--- src/rtl/trs_pkg.sv ---
package trs_pkg;

  // Per-cycle commands from the control unit to the datapath
  typedef struct packed {
    logic fetch;     // launch a text read for the next cell
    logic loadCell;  // first pixel of a cell: take the prefetched glyph row
    logic shiftBit;  // remaining pixels of a cell: shift one bit
  } trs_strobe_t;

endpackage

--- src/rtl/trs_ctrl.sv ---
module trs_ctrl
  import trs_pkg::*;
#(
  parameter int COLS      = 64,
  parameter int TEXT_ROWS = 8,
  parameter int ROW_W     = 3,
  parameter int CELL_PIX  = 8,
  parameter int TEXT_AW   = 9
) (
  input  logic               clk,
  input  logic               rstN,
  input  logic               frameStart,
  input  logic               lineStart,
  input  logic               activeIn,
  output trs_strobe_t        strobes,
  output logic [TEXT_AW-1:0] textPtr,
  output logic [ROW_W-1:0]   curRow
);

  localparam int PH_W = (CELL_PIX > 1) ? $clog2(CELL_PIX) : 1;
  localparam int TR_W = (TEXT_ROWS > 1) ? $clog2(TEXT_ROWS) : 1;

  logic [PH_W-1:0]    phase;
  logic               prefetchPend;
  logic [ROW_W-1:0]   rowNext;
  logic [TR_W-1:0]    trNext;
  logic [TEXT_AW-1:0] baseNext;

  // Values used by the line being started (frameStart restarts them)
  logic [ROW_W-1:0]   rowSel;
  logic [TR_W-1:0]    trSel;
  logic [TEXT_AW-1:0] baseSel;
  logic               lastPixRow;
  logic               lastTextRow;

  always_comb begin
    rowSel      = frameStart ? '0 : rowNext;
    trSel       = frameStart ? '0 : trNext;
    baseSel     = frameStart ? '0 : baseNext;
    lastPixRow  = &rowSel;
    lastTextRow = (trSel == TR_W'(TEXT_ROWS - 1));
  end

  always_comb begin
    strobes.loadCell = activeIn && (phase == '0);
    strobes.shiftBit = activeIn && (phase != '0);
    strobes.fetch    = (prefetchPend || strobes.loadCell) && !lineStart;
  end

  // Line sequencing and text pointer
  always_ff @(posedge clk) begin
    if (!rstN) begin
      curRow       <= '0;
      textPtr      <= '0;
      prefetchPend <= 1'b0;
      rowNext      <= '0;
      trNext       <= '0;
      baseNext     <= '0;
    end else if (lineStart) begin
      curRow       <= rowSel;
      textPtr      <= baseSel;
      prefetchPend <= 1'b1;
      rowNext      <= rowSel + ROW_W'(1);
      if (lastPixRow) begin
        trNext   <= lastTextRow ? '0 : trSel + TR_W'(1);
        baseNext <= lastTextRow ? '0 : baseSel + TEXT_AW'(COLS);
      end else begin
        trNext   <= trSel;
        baseNext <= baseSel;
      end
    end else begin
      if (frameStart) begin
        rowNext  <= '0;
        trNext   <= '0;
        baseNext <= '0;
      end
      if (strobes.fetch) begin
        textPtr      <= textPtr + TEXT_AW'(1);
        prefetchPend <= 1'b0;
      end
    end
  end

  // Pixel position inside the current cell
  always_ff @(posedge clk) begin
    if (!rstN) begin
      phase <= '0;
    end else if (activeIn) begin
      phase <= (phase == PH_W'(CELL_PIX - 1)) ? '0 : phase + PH_W'(1);
    end else begin
      phase <= '0;
    end
  end


  fetch_window_chk: assert property (@(posedge clk) disable iff (!rstN)
    (strobes.fetch && !activeIn) |-> $past(lineStart));


  ptr_hold_chk: assert property (@(posedge clk) disable iff (!rstN)
    (!strobes.fetch && !lineStart) |=> $stable(textPtr));


  frame_line0_chk: assert property (@(posedge clk) disable iff (!rstN)
    (lineStart && frameStart) |=> (curRow == '0 && textPtr == '0));

endmodule

--- src/rtl/trs_datapath.sv ---
module trs_datapath
  import trs_pkg::*;
#(
  parameter int ROW_W    = 3,
  parameter int CODE_W   = 8,
  parameter int CELL_PIX = 8
) (
  input  logic                    clk,
  input  logic                    rstN,
  input  trs_strobe_t             strobes,
  input  logic [ROW_W-1:0]        curRow,
  input  logic [CODE_W-1:0]       textData,
  input  logic [CELL_PIX-1:0]     fontData,
  output logic                    fontRdEn,
  output logic [ROW_W+CODE_W-1:0] fontAddr,
  output logic                    pixelOut
);

  logic                textVld;
  logic                fontVld;
  logic                nextValid;
  logic [CELL_PIX-1:0] nextByte;
  logic [CELL_PIX-1:0] shiftReg;

  always_comb begin
    fontRdEn = textVld;
    fontAddr = {curRow, textData};
  end

  // Fetch pipeline: text read -> glyph read -> prefetch register
  always_ff @(posedge clk) begin
    if (!rstN) begin
      textVld   <= 1'b0;
      fontVld   <= 1'b0;
      nextValid <= 1'b0;
      nextByte  <= '0;
    end else begin
      textVld <= strobes.fetch;
      fontVld <= textVld;
      if (fontVld) begin
        nextByte  <= fontData;
        nextValid <= 1'b1;
      end else if (strobes.loadCell) begin
        nextValid <= 1'b0;
      end
    end
  end

  // Output shifter, MSB first
  always_ff @(posedge clk) begin
    if (!rstN) begin
      shiftReg <= '0;
      pixelOut <= 1'b0;
    end else if (strobes.loadCell) begin
      pixelOut <= nextByte[CELL_PIX-1];
      shiftReg <= {nextByte[CELL_PIX-2:0], 1'b0};
    end else if (strobes.shiftBit) begin
      pixelOut <= shiftReg[CELL_PIX-1];
      shiftReg <= {shiftReg[CELL_PIX-2:0], 1'b0};
    end else begin
      pixelOut <= 1'b0;
    end
  end


  font_follow_chk: assert property (@(posedge clk) disable iff (!rstN)
    strobes.fetch |=> fontRdEn);


  blank_out_chk: assert property (@(posedge clk) disable iff (!rstN)
    (!strobes.loadCell && !strobes.shiftBit) |=> !pixelOut);


  byte_ready_chk: assert property (@(posedge clk) disable iff (!rstN)
    strobes.loadCell |-> nextValid);

endmodule

--- src/rtl/text_row_serializer.sv ---
module text_row_serializer
  import trs_pkg::*;
#(
  parameter int COLS      = 64,
  parameter int TEXT_ROWS = 8,
  parameter int CODE_W    = 8,
  parameter int ROW_W     = 3,
  parameter int CELL_PIX  = 8,
  localparam int TEXT_AW  = $clog2(COLS * TEXT_ROWS),
  localparam int FONT_AW  = ROW_W + CODE_W
) (
  input  logic                clk,
  input  logic                rstN,
  input  logic                frameStart,
  input  logic                lineStart,
  input  logic                activeIn,
  output logic                textRdEn,
  output logic [TEXT_AW-1:0]  textAddr,
  input  logic [CODE_W-1:0]   textData,
  output logic                fontRdEn,
  output logic [FONT_AW-1:0]  fontAddr,
  input  logic [CELL_PIX-1:0] fontData,
  output logic                pixelOut
);

  trs_strobe_t        strobes;
  logic [TEXT_AW-1:0] textPtr;
  logic [ROW_W-1:0]   curRow;

  trs_ctrl #(
    .COLS(COLS), .TEXT_ROWS(TEXT_ROWS), .ROW_W(ROW_W),
    .CELL_PIX(CELL_PIX), .TEXT_AW(TEXT_AW)
  ) ctrl_i (
    .clk(clk), .rstN(rstN), .frameStart(frameStart), .lineStart(lineStart),
    .activeIn(activeIn), .strobes(strobes), .textPtr(textPtr), .curRow(curRow)
  );

  trs_datapath #(
    .ROW_W(ROW_W), .CODE_W(CODE_W), .CELL_PIX(CELL_PIX)
  ) dp_i (
    .clk(clk), .rstN(rstN), .strobes(strobes), .curRow(curRow),
    .textData(textData), .fontData(fontData), .fontRdEn(fontRdEn),
    .fontAddr(fontAddr), .pixelOut(pixelOut)
  );

  assign textRdEn = strobes.fetch;
  assign textAddr = textPtr;

endmodule

--- config.mk ---
export PLATFORM = sky130hd
export DESIGN_NAME = text_row_serializer
export DESIGN_NICKNAME = d
export VERILOG_FILES = /design/src/rtl/trs_pkg.sv /design/src/rtl/trs_ctrl.sv /design/src/rtl/trs_datapath.sv /design/src/rtl/text_row_serializer.sv
export SDC_FILE = /design/constraint.sdc
export NUM_CORES = 1
export LEC_CHECK = 0
export ABC_AREA = 0
export BUFFER_PORTS_ARGS = -buffer_cell sky130_fd_sc_hd__buf_4
export CAP_MARGIN = 20
export CORE_ASPECT_RATIO = 1.25
export CORE_MARGIN = 2
export CORE_UTILIZATION = 58
export CTS_CLUSTER_DIAMETER = 200
export DETAILED_ROUTE_END_ITERATION = 7
export GPL_TIMING_DRIVEN = 0
export PLACE_DENSITY = 0.89
export SLEW_MARGIN = 25
export SYNTH_ARGS = -nofsm -noshare
export SYNTH_HDL_FRONTEND = slang
export SYNTH_SLANG_ARGS = --single-unit
--- constraint.sdc ---
create_clock -name clk -period 4.2 [get_ports clk]
set_clock_uncertainty 0.2 [all_clocks]
set_input_delay 0.63 -clock clk [delete_from_list [all_inputs] [get_ports clk]]
set_output_delay 0.63 -clock clk [all_outputs]
set_load 0.02 [all_outputs]
Word level (Yosys, flattened, before mapping):

Index checks and enable logic that the tools add are counted.

* register bits after elaboration: 49
* output and inout bits: 23

* add/subtract/negate cells: 5
* equality and inequality tests: 2
* mux-type cells: 18
* bitwise gates (word level): 2
* reductions and logical operators: 11

Operator list (number)
* two-way mux 9 bit: 6
* two-way mux 3 bit: 6
* two-way mux 8 bit: 2
* adder 3 x 1 -> 3 bit, second input constant: 3
* adder 9 x 1 -> 9 bit, second input constant: 1
* adder 9 x 7 -> 9 bit, second input constant: 1
* equality test 3 bit, second input constant: 2
* two-way mux 1 bit: 4
* nonzero test 2 bit: 2
* logical AND 1 bit: 3
* logical NOT 3 bit: 1
* AND reduction 3 bit: 1
* nonzero test 3 bit: 1
* OR reduction 3 bit: 1
* inverter 1 bit: 2
* logical NOT 1 bit: 1
* logical OR 1 bit: 1

Longest topological paths before layout:

* depth after elaboration: 6
* gate-level depth with buffers: 8
* gate-level depth less buffers: 7

Hierarchy:

A second synthesis with hierarchy kept.

* cell total of the unflattened synthesis: 235
* area total of the unflattened synthesis: 2309.7 µm²

By module, submodules not included
* trs_ctrl: instances 1, cells each 160, area each 1471.4 µm², seq. area each 620.6 µm²
* trs_datapath: instances 1, cells each 75, area each 838.3 µm², seq. area each 360.3 µm²

Least setup slack after synthesis:

OpenSTA, ideal clock, no wires.

* kind: input to output
* start point: input port activeIn
* end point: output port textRdEn
* arrival: 1.250 ns
* data required time: 3.370 ns
* slack: 2.120 ns
* cell stages on the path: 4
* buffers on the path: 1
* cells stage by stage: and3b_1 -> buf_4 -> nor2_2 -> nor2_1

* longest elaborated chain between the ends: 3

RTL lines
* from (decl): line text_row_serializer.sv:16 `input logic activeIn,`
* logical AND 1 bit: line trs_ctrl.sv:45 `strobes.loadCell = activeIn && (phase == '0);`
* logical OR 1 bit: line trs_ctrl.sv:47 `strobes.fetch = (prefetchPend || strobes.loadCell) && !lineStart;`
* logical AND 1 bit: line trs_ctrl.sv:47
* to (decl): line text_row_serializer.sv:17 `output logic textRdEn,`

Every way passes these cells.

Worst setup path after layout:

* start point: register ctrl_i.phase[0]
* end point: output port textRdEn

* longest elaborated chain between the ends: 4

RTL lines
* from (decl): line trs_ctrl.sv:23 `logic [PH_W-1:0] phase;`
* from (signal assigned): line trs_ctrl.sv:89 `phase <= (phase == PH_W'(CELL_PIX - 1)) ? '0 : phase + PH_W'(1);`
* logical NOT 3 bit: line trs_ctrl.sv:45
* logical AND 1 bit: line trs_ctrl.sv:45
* logical OR 1 bit: line trs_ctrl.sv:47
* logical AND 1 bit: line trs_ctrl.sv:47

Every way passes these cells.

==> results by group <==
Drt
  • Wire length per cell: 13.1 µm
  • Iteration-0 DRC Markers: 63
  • WL final: 3940 µm
  • Post-route ant nets: 0
  • Detailed-route vias per instance: 5.35
  • DR DRC count: 0
  • First-pass iteration count of the detailed router: 4
  • Via count: 1605

Power
  • Total power: 0.838 mW
  • Peak supply drop: 0.000309 V
  • Pwr/cell area: 332 nW/µm²
  • Pleak: 1.15 nW

Timing
  • Period utilization: 0.615
  • RSZ-0062 raised after global routing: no
  • Worst-Margin Slew: 0.598 ns
  • Crit path time final: 2.58 ns
  • Pins over their slew limit: 0
  • Final setup viols: 0
  • Final Hold Viols: 0
  • Final worst setup slack: 1.62 ns
  • Final TNS setup: 0 ns
  • Rel. slew slack: 0.601
  • Peak Freq: 387 MHz

Logic synthesis
  • Yosys reg bits: 49
  • Post-Syn Area: 2130 µm²
  • Yosys warning total: 0
  • Sequential share of the synthesized area: 0.461
  • Main flop type after synthesis: dfxtp_1
  • Syn nets: 247
  • Post-synthesis cell type count: 32
  • Number of flops mapped to enable cells by yosys: 0
  • Async set or reset register ratio after synthesis: 0
  • Cells after synthesis: 218
  • Syn_area_per_cell: 9.75 µm²

Placed design
  • IO buf count: 35
  • GPL Wtd Cong: 0.770
  • Pre-CTS setup slack: 1.74 ns
  • HPWL Detailed: 2860 µm

Clocking
  • H-tree levels: 2
  • CTS tree: done
  • Root buf cell: clkbuf_8
  • CTS Buffer Depth: 2
  • Worst skew pair latency: 0.30 ns
  • Post-CTS sizing: 0
  • Clock Pin Slew Worst Setup and Hold Paths: 0.08 ns
  • Hold-fix buffers, CTS: 0
  • Cts bufs inserted: 5
  • CTS Sinks: 49
  • Post-CTS Setup Bufs: 0

Run
  • Max-cap violations: 0

Die
  • Die W: 58.2 µm
  • Die footprint: 4170 µm²
  • Core area: 3510 µm²
  • Top Ports: 44
  • Die span in y: 71.7 µm
  • Initial Util: 0.605
  • Cell Rows: 24

Critical path
  • Worst path bufs/invs: 3
  • CP arrival: 1.75 ns
  • Worst EP required: 3.37 ns
  • Startpoint Class: register
  • CP max-delay cell: dfxtp_1
  • Worst-path cell chain: inv_1 -> ha_1 -> and3b_1 -> buf_4 -> nor2_2 -> nor2_1 -> buf_4
  • Crit path from: ctrl_i.phase[0]$_SDFF_PP0_
  • Reg2Reg Launch Point: ctrl_i.rowNext[0]$_SDFF_PN0_
  • CP top delay family: simple AND/OR/NAND/NOR gates
  • Worst Path Max Fanout: 7
  • Worst setup EP type: output pin
  • Crit Path Class: register to output pin
  • Worst path max stage delay: 0.36 ns
  • Most frequent CP cell: buf_4

Finish
  • Antenna Cells: 0
  • Share of layout cells above drive strength 1: 0.207
  • Synthesis-to-layout area growth: 18.5%
  • Fin nets: 289

GRT
  • All-Layer GR Usage: 0.207
  • Antenna violations before repair: 0
  • Vias in the first global route: 1537
  • First-pass GRT wire length: 6620 µm
  • Overflow after GRT: 0
  • Largest net degree at the start of global routing: 15

Worst hold path
  • Worst Hold Launch: ctrl_i.baseNext[1]$_SDFF_PN0_
  • Min-delay worst type: register to register

Run status
  • Outcome: finished clean
-- Yosys cell counts, drive strengths merged (2+ instances only) --
| cell | count | share of area |
|---|---|---|
| xor2 | 9 | 0.037 |
| xnor2 | 2 | 0.0082 |
| nor3 | 5 | 0.012 |
| dfxtp | 49 | 0.46 |
| a21boi | 3 | 0.011 |
| mux2i | 21 | 0.099 |
| a21oi | 3 | 0.0071 |
| nand2b | 3 | 0.0088 |
| nand4 | 2 | 0.0059 |
| o211ai | 4 | 0.014 |
| nor2b | 22 | 0.065 |
| nor2 | 7 | 0.014 |
| inv | 5 | 0.0088 |
| nor3b | 2 | 0.0071 |
| nand3 | 6 | 0.014 |
| buf | 11 | 0.036 |
| o211a | 6 | 0.028 |
| o2111ai | 2 | 0.0082 |
| o21ai | 8 | 0.019 |
| and2 | 8 | 0.024 |
| nand2 | 19 | 0.034 |
| clkbuf | 7 | 0.012 |
| ha | 8 | 0.047 |
-- cell usage in the layout (no fill, tap or decap), types with 5 or more instances in the layout --
| master | Yosys | layout |
|---|---|---|
| and2_1 | 8 | 8 |
| buf_4 | 9 | 44 |
| clkbuf_1 | 7 | 8 |
| clkbuf_8 | 0 | 5 |
| dfxtp_1 | 49 | 49 |
| ha_1 | 8 | 8 |
| inv_1 | 5 | 5 |
| mux2i_1 | 21 | 21 |
| nand2_1 | 19 | 19 |
| nand3_1 | 6 | 6 |
| nor2_1 | 6 | 6 |
| nor2b_1 | 22 | 22 |
| nor3_1 | 5 | 5 |
| o211a_1 | 6 | 6 |
| o21ai_0 | 5 | 5 |
| xor2_1 | 9 | 9 |
-- final timing paths --
check                                                endpoint  cells past startpoint  slack (ns)
worst min-delay path            ctrl_i.baseNext[1]$_SDFF_PN0_                      2        0.25
worst max-delay path                                 textRdEn                      7        1.62
worst max register to register  ctrl_i.baseNext[4]$_SDFF_PN0_                      7        2.32
worst min register to register  ctrl_i.baseNext[1]$_SDFF_PN0_                      2        0.25
-- worst min-delay path: stages (launching register included) --
cell and delay [ns]:
dfxtp_1 0.30, inv_1 0.06, nor3_1 0.05
-- registers in the layout (all words and copies together), names as in the netlist --
register and flops:
ctrl_i.baseNext 9, ctrl_i.textPtr 9, dp_i.nextByte 8, dp_i.shiftReg 7
ctrl_i.curRow 3, ctrl_i.phase 3, ctrl_i.rowNext 3, ctrl_i.trNext 3
ctrl_i.prefetchPend 1, dp_i.fontRdEn 1, dp_i.fontVld 1, dp_i.pixelOut 1
-- metal layers --
metal  vias up  share of wire  GRT usage
met3         6          0.039     0.0560
li1        818              -          -
met2        34           0.52      0.355
met1       747           0.43      0.238
met4         0          0.016     0.0930
met5         -              0          0
-- through the flow --
| stage | cell area [µm²] | hold WS [ns] | instances | utilization |
|---|---|---|---|---|
| floorplan | 2130 | 0.215 | 218 | - |
| CTS | 2520 | 0.248 | 300 | 0.717 |
| finish | 2520 | 0.246 | 300 | 0.717 |
| global route | 2520 | 0.264 | 300 | 0.717 |
| detailed placement | 2440 | 0.235 | 292 | 0.694 |
| global placement | 2440 | 0.222 | 292 | 0.694 |
-- layout make-up --
class | instances | area, µm²
Timing Repair Buffer | 35 | 263
Multi-Input combinational cell | 145 | 1020
Fill cell | 273 | 993
Buffer | 18 | 104
Clock buffer | 6 | 72.6
Tap cell | 39 | 48.8
Clock inverter | 2 | 10.0
Inverter | 6 | 22.5
Sequential cell | 49 | 981
-- power by group --
group	switching (mW)	total [mW]	internal [mW]
sequential	0.00735	0.482	0.475
combinational	0.0469	0.0909	0.0439
clock	0.149	0.264	0.116
-- kinds of logic after synthesis --
| group | count (synthesis) | share of synthesized area |
|---|---|---|
| AO/OA/AOI/OAI | 27 | 0.0901 |
| XOR/XNOR | 11 | 0.0453 |
| adder cells (fa/ha/maj) | 8 | 0.0471 |
| buffers and inverters | 24 | 0.0594 |
| flip-flops | 49 | 0.461 |
| multiplexers | 21 | 0.0989 |
| AND/OR/NAND/NOR | 78 | 0.198 |
No activity file was read; power rests on OpenSTA's default activity.
